==> src/rtl/mmx_pkg.sv <==
package mmx_pkg;
    localparam int MODE_W    = 3;
    localparam int MODE_WORD = 0;
    localparam int MODE_SGN  = 1;
    localparam int MODE_MAX  = 2;

    typedef struct packed {
        logic lt;
        logic gt;
        logic eq;
        logic so;
    } cc_t;
endpackage

==> src/rtl/mmx_prep.sv <==
module mmx_prep #(
    parameter int WIDTH = 64
) (
    input  logic [WIDTH-1:0] raw,
    input  logic             word,
    input  logic             sgn,
    output logic [WIDTH-1:0] adj
);
    localparam int HALF = WIDTH / 2;

    logic [WIDTH-1:0] placed;

    always_comb begin
        // word mode: low half moved to the top so one comparator serves both widths
        placed = word ? {raw[HALF-1:0], {HALF{1'b0}}} : raw;
        // flipping the top bit turns a signed order into an unsigned one
        adj    = {placed[WIDTH-1] ^ sgn, placed[WIDTH-2:0]};
    end
endmodule

==> src/rtl/mmx_cmp.sv <==
module mmx_cmp #(
    parameter int WIDTH = 64
) (
    input  logic [WIDTH-1:0] lhs,
    input  logic [WIDTH-1:0] rhs,
    output logic             lt,
    output logic             gt,
    output logic             eq
);
    always_comb begin
        lt = lhs < rhs;
        eq = lhs == rhs;
        gt = !lt && !eq;
    end

    always_comb begin
        assert ($countones({lt, gt, eq}) == 1);
    end
endmodule

==> src/rtl/int_minmax_cc.sv <==
module int_minmax_cc
    import mmx_pkg::*;
#(
    parameter int WIDTH = 64
) (
    input  logic              clk,
    input  logic              rst_n,
    input  logic [WIDTH-1:0]  src_a,
    input  logic [WIDTH-1:0]  src_b,
    input  logic              a_is_zero,
    input  logic [MODE_W-1:0] mode,
    input  logic              rec,
    input  logic              so,
    output logic [WIDTH-1:0]  result,
    output logic [3:0]        cc,
    output logic              cc_we
);
    localparam int NOPS = 2;

    typedef struct packed {
        logic [WIDTH-1:0] result;
        cc_t              cc;
        logic             cc_we;
    } out_t;

    out_t out_d, out_q;

    logic [WIDTH-1:0] eff_a;
    logic [WIDTH-1:0] raw_op [NOPS];
    logic [WIDTH-1:0] adj_op [NOPS];
    logic             cmp_lt, cmp_gt, cmp_eq;
    logic             pick_a;
    logic             hist_q;

    assign eff_a     = a_is_zero ? '0 : src_a;
    assign raw_op[0] = eff_a;
    assign raw_op[1] = src_b;

    for (genvar g = 0; g < NOPS; g++) begin : g_prep
        mmx_prep #(.WIDTH(WIDTH)) u_prep (
            .raw  (raw_op[g]),
            .word (mode[MODE_WORD]),
            .sgn  (mode[MODE_SGN]),
            .adj  (adj_op[g])
        );
    end

    mmx_cmp #(.WIDTH(WIDTH)) u_cmp (
        .lhs (adj_op[0]),
        .rhs (adj_op[1]),
        .lt  (cmp_lt),
        .gt  (cmp_gt),
        .eq  (cmp_eq)
    );

    always_comb begin
        // maximum swaps the less-than operands: b<a is the gt flag
        pick_a = mode[MODE_MAX] ? cmp_gt : cmp_lt;

        out_d        = '0;
        out_d.result = pick_a ? eff_a : src_b;
        out_d.cc_we  = rec;
        if (rec) begin
            out_d.cc.lt = cmp_lt;
            out_d.cc.gt = cmp_gt;
            out_d.cc.eq = cmp_eq;
            out_d.cc.so = so;
        end
    end

    always_ff @(posedge clk) begin
        if (!rst_n) begin
            out_q  <= '0;
            hist_q <= 1'b0;
        end else begin
            out_q  <= out_d;
            hist_q <= 1'b1;
        end
    end

    assign result = out_q.result;
    assign cc     = out_q.cc;
    assign cc_we  = out_q.cc_we;

    AST_CC_OFF: assert property (@(posedge clk) disable iff (!rst_n)
        !cc_we |-> cc == 4'b0000);
    AST_CC_ONE_FLAG: assert property (@(posedge clk) disable iff (!rst_n)
        cc_we |-> $countones(cc[3:1]) == 1);
    AST_WE_FOLLOWS_REC: assert property (@(posedge clk) disable iff (!rst_n)
        hist_q |-> cc_we == $past(rec));
    AST_SO_COPY: assert property (@(posedge clk) disable iff (!rst_n)
        (hist_q && cc_we) |-> cc[0] == $past(so));
    AST_RESULT_IS_SOURCE: assert property (@(posedge clk) disable iff (!rst_n)
        hist_q |-> (result == $past(src_b) ||
                    result == ($past(a_is_zero) ? '0 : $past(src_a))));
    AST_EQ_PICKS_B: assert property (@(posedge clk) disable iff (!rst_n)
        (hist_q && cc_we && cc[1]) |-> result == $past(src_b));
endmodule

==> config.mk <==
export PLATFORM = sky130hd
export DESIGN_NAME = int_minmax_cc
export DESIGN_NICKNAME = d
export VERILOG_FILES = /design/src/rtl/mmx_pkg.sv /design/src/rtl/mmx_prep.sv /design/src/rtl/mmx_cmp.sv /design/src/rtl/int_minmax_cc.sv
export SDC_FILE = /design/constraint.sdc
export NUM_CORES = 1
export LEC_CHECK = 0
export ABC_AREA = 1
export BUFFER_PORTS_ARGS = -buffer_cell sky130_fd_sc_hd__buf_2
export CAP_MARGIN = 20
export CORE_MARGIN = 2
export CORE_UTILIZATION = 53
export CTS_CLUSTER_SIZE = 10
export DETAILED_ROUTE_END_ITERATION = 8
export GPL_ROUTABILITY_DRIVEN = 1
export MAX_ROUTING_LAYER = met4
export PLACE_DENSITY = 0.82
export SYNTH_ARGS = -nofsm -noshare
export SYNTH_HDL_FRONTEND = slang
export SYNTH_HIERARCHICAL = 1
export SYNTH_SLANG_ARGS = --single-unit
export TNS_END_PERCENT = 100
==> constraint.sdc <==
create_clock -name clk -period 3.6 [get_ports clk]
set_clock_uncertainty 0.05 [all_clocks]
set_input_delay 0.18 -clock clk [delete_from_list [all_inputs] [get_ports clk]]
set_output_delay 0.18 -clock clk [all_outputs]
set_load 0.005 [all_outputs]
==> flow_summary.toml <==
[setup_path]
max_stage_delay_ns = 0.43
critPathSlowestCell = "nand2_2"
crit_path_end_kind = "register"
critPathLaunchType = "input pin"
crit_arrival_ns = 3.09
path_max_fanout = 33
cp_cell_sequence = "buf_2, buf_4, nor2_1, inv_1, nand2_1, nand3_1, nand2_1, ha_1, nand2_1, nor2_1, nand2_1, nor2_1, inv_1, nor2_4, nand2_2, a21oi_1, inv_1, nand2_2, nand2_2, nor2_1, nor2_1"
path_class = "input pin to register"
cpLargestDelayFamily = "simple AND/OR/NAND/NOR gates"
cpMostUsedCell = "nor2_1"
crit_start = "a_is_zero"
critPathRequiredTime_ns = 3.79
critPathBufInv = 5

[logic_synthesis]
synth_xor_area_frac = 0
synthMuxAreaShare = 0
syn_avg_cell_area_um2 = 5.996
ys_seq_area_frac = 0.2087
syn-num-nets = 1304
ys_seq_elements = 69
synth_area_um2 = 6620
synthCells = 1104
synthTopCellsByCount = "250 x nor2_1, 243 x nand2_1, 222 x inv_1, 69 x dfxtp_1, 64 x ha_1"
post-synth-top-area-fraction = 0.2087
ys.flop_type = "dfxtp_1"
synth_compound_area_frac = 0.1066
synth_edf_count = 0
synthTopCellsByArea = "dfxtp_1 21%, nor2_1 14%, nand2_1 14%, inv_1 13%, ha_1 12%"
synthSimpleGateAreaFrac = 0.3742
synth_top_area_cell = "dfxtp_1"
synthAdderAreaFrac = 0.1210
synth_most_common_cell = "nor2_1"
synth_cell_types = 29
async_flop_share = 0
synth_warnings = 6
synth_top_family_by_area = "simple AND/OR/NAND/NOR gates"

[layout]
nFillCells = 1177
fin_area_um2 = 7980
diodes = 0
layout.nets = 1485
syn_to_final_growth_pct = 20.54
finalCoreUtilization = 0.6589
stdcell_count = 1458
drive_gt1_frac = 0.2457

[sta]
finalHoldViolCount = 0
worst_slew_pin_slew_ns = 0.8461
slew_violations = 0
finalCriticalPeriod_ns = 2.905
hold_ws_ns = 0.02944
fmax_mhz = 344.3
tns_ns = 0
rsz0062_at_grt = "false"
fin_crit_sh = 0.8069
maxSlewHeadroom = 0.4359
setup_ws_ns = 0.6952
setup_violations = 0

[floorplan]
start_util = 0.5466
coreArea_um2 = 12110
dieArea_um2 = 13400
die_h_um = 115.8
ios = 205
die_w_um = 115.8
num_rows = 40

[route]
antenna_left = 0
drc = 0
num_vias = 7126
drtIter0Drc = 553
post_drt_wl_per_cell_um = 12.55
wirelength_mm = 18.29
dr.pass1.iters = 5
via_per_inst = 4.888

[clock_network]
htreeDepth = 3
cts.sinks = 69
cts_root_buf = "clkbuf_16"
cts_tree = "yes"
cts_setup_buffers = 0
clk_pin_slew_ns = 0.06
cts_resized = 0
hold_buffers = 1
cts_buffers = 9
cts.path.max_buffers = 2

[status]
status = "finished clean"

[placement]
placed_area_um2 = 7635
dp_hpwl_mm = 13.75
placed_cells = 1441
place_ws_ns = 0.3492
io_buffers = 204
gp_congestion = 0.8760

[pwr]
leakagePower_nw = 4.886
p_int_mw = 1.866
ir_drop_v = 0.0002918
p_per_area_nw_per_um2 = 352.8
swShare = 0.3372
combinationalPowerShare = 0.336
seqPwrFrac = 0.310
finalPower_mw = 2.815
p_sw_mw = 0.9493
power_frac_clock = 0.354

[global_routing]
antenna_found_initial = 0
grt_overflow = 0
gr-usage-all-layers = 0.2857
grt_max_degree = 41
grt_pass1_wl_mm = 29.79
grt_pass1_vias = 6613

[min_path]
min-delay-start = "src_b[61]"
holdPathEnd = "result[61]$_SDFF_PN0_"
hold_class = "input pin to register"
hold_depth = 3

[job]
drv_cap = 0
==> tightest hold or removal path, cell delays in order <==
cell    delay [ns]
buf_2         0.09
nor2_1        0.04
nor2_1        0.08
==> final cells by class <==
class	count	area, um2	share of cell area
Clock inverter	5	82.58	0.01035
Sequential cell	69	1381	0.1731
Clock buffer	11	252.7	0.03167
Timing Repair Buffer	222	1196	0.1499
Tap cell	168	210.2	0.02634
Inverter	230	873.3	0.1094
Multi-Input combinational cell	753	3984	0.4992
==> cells by family after synthesis <==
| logic type | count (synthesis) |
|---|---|
| adder cells (fa/ha/maj) | 64 |
| flip-flops | 69 |
| AND/OR/NAND/NOR | 593 |
| AO/OA/AOI/OAI | 96 |
| buffers and inverters | 282 |
==> power by group through the flow <==
stage	registers [mW]	clock network [mW]	logic, mW
3_5_place_dp	0.889	0	0.931
4_1_cts	0.874	1.01	0.941
6_report	0.873	0.997	0.945
5_1_grt	0.879	1.05	1.08
3_3_place_gp	0.891	0	0.909
2_1_floorplan	0.903	0	0.628
==> worst max-delay path by stage <==
| stage | end | cells past startpoint |
|---|---|---|
| global placement | result[31]$_SDFF_PN0_ | 19 |
| global route | result[12]$_SDFF_PN0_ | 20 |
| floorplan | result[31]$_SDFF_PN0_ | 21 |
| CTS | result[63]$_SDFF_PN0_ | 21 |
| finish | result[63]$_SDFF_PN0_ | 21 |
| detailed placement | result[3]$_SDFF_PN0_ | 21 |
==> placed cells by master (no fill, tap or decap) <==
cell type and count:
nand2_2 9, clkinvlp_4 3, o21ai_2 56, buf_12 3, clkbuf_8 2, nand4_1 6
nand2_1 243, nand3_2 1, inv_1 222, and2_1 1, inv_6 2, nor3_1 2
o21ai_1 2, buf_4 14, a21oi_1 24, o21a_1 2, nand3_1 41, ha_1 64
buf_2 204, dlygate4sd3_1 1, bufinv_16 2, clkbuf_16 9, a21o_1 4, o21ai_0 8
nor2_4 2, nor2_1 250, inv_2 6, dfxtp_1 69, nand3b_1 33, nor2_2 4
nor4_1 1
==> registers in the layout, summed over array words and instances, names as in the netlist <==
signal and count:
cc 4, cc_we 1, result 64
==> metal layers <==
layer | vias up | part of all wire | wire length, um | global-route usage
li1 | 3677 | - | - | -
met1 | 3143 | 0.43 | 7917 | 0.3391
met2 | 272 | 0.48 | 8753 | 0.4838
met3 | 34 | 0.068 | 1240 | 0.05335
met4 | 0 | 0.021 | 382 | 0.1032
met5 | - | 0 | 0 | -
(Power assumes the default switching activity.)
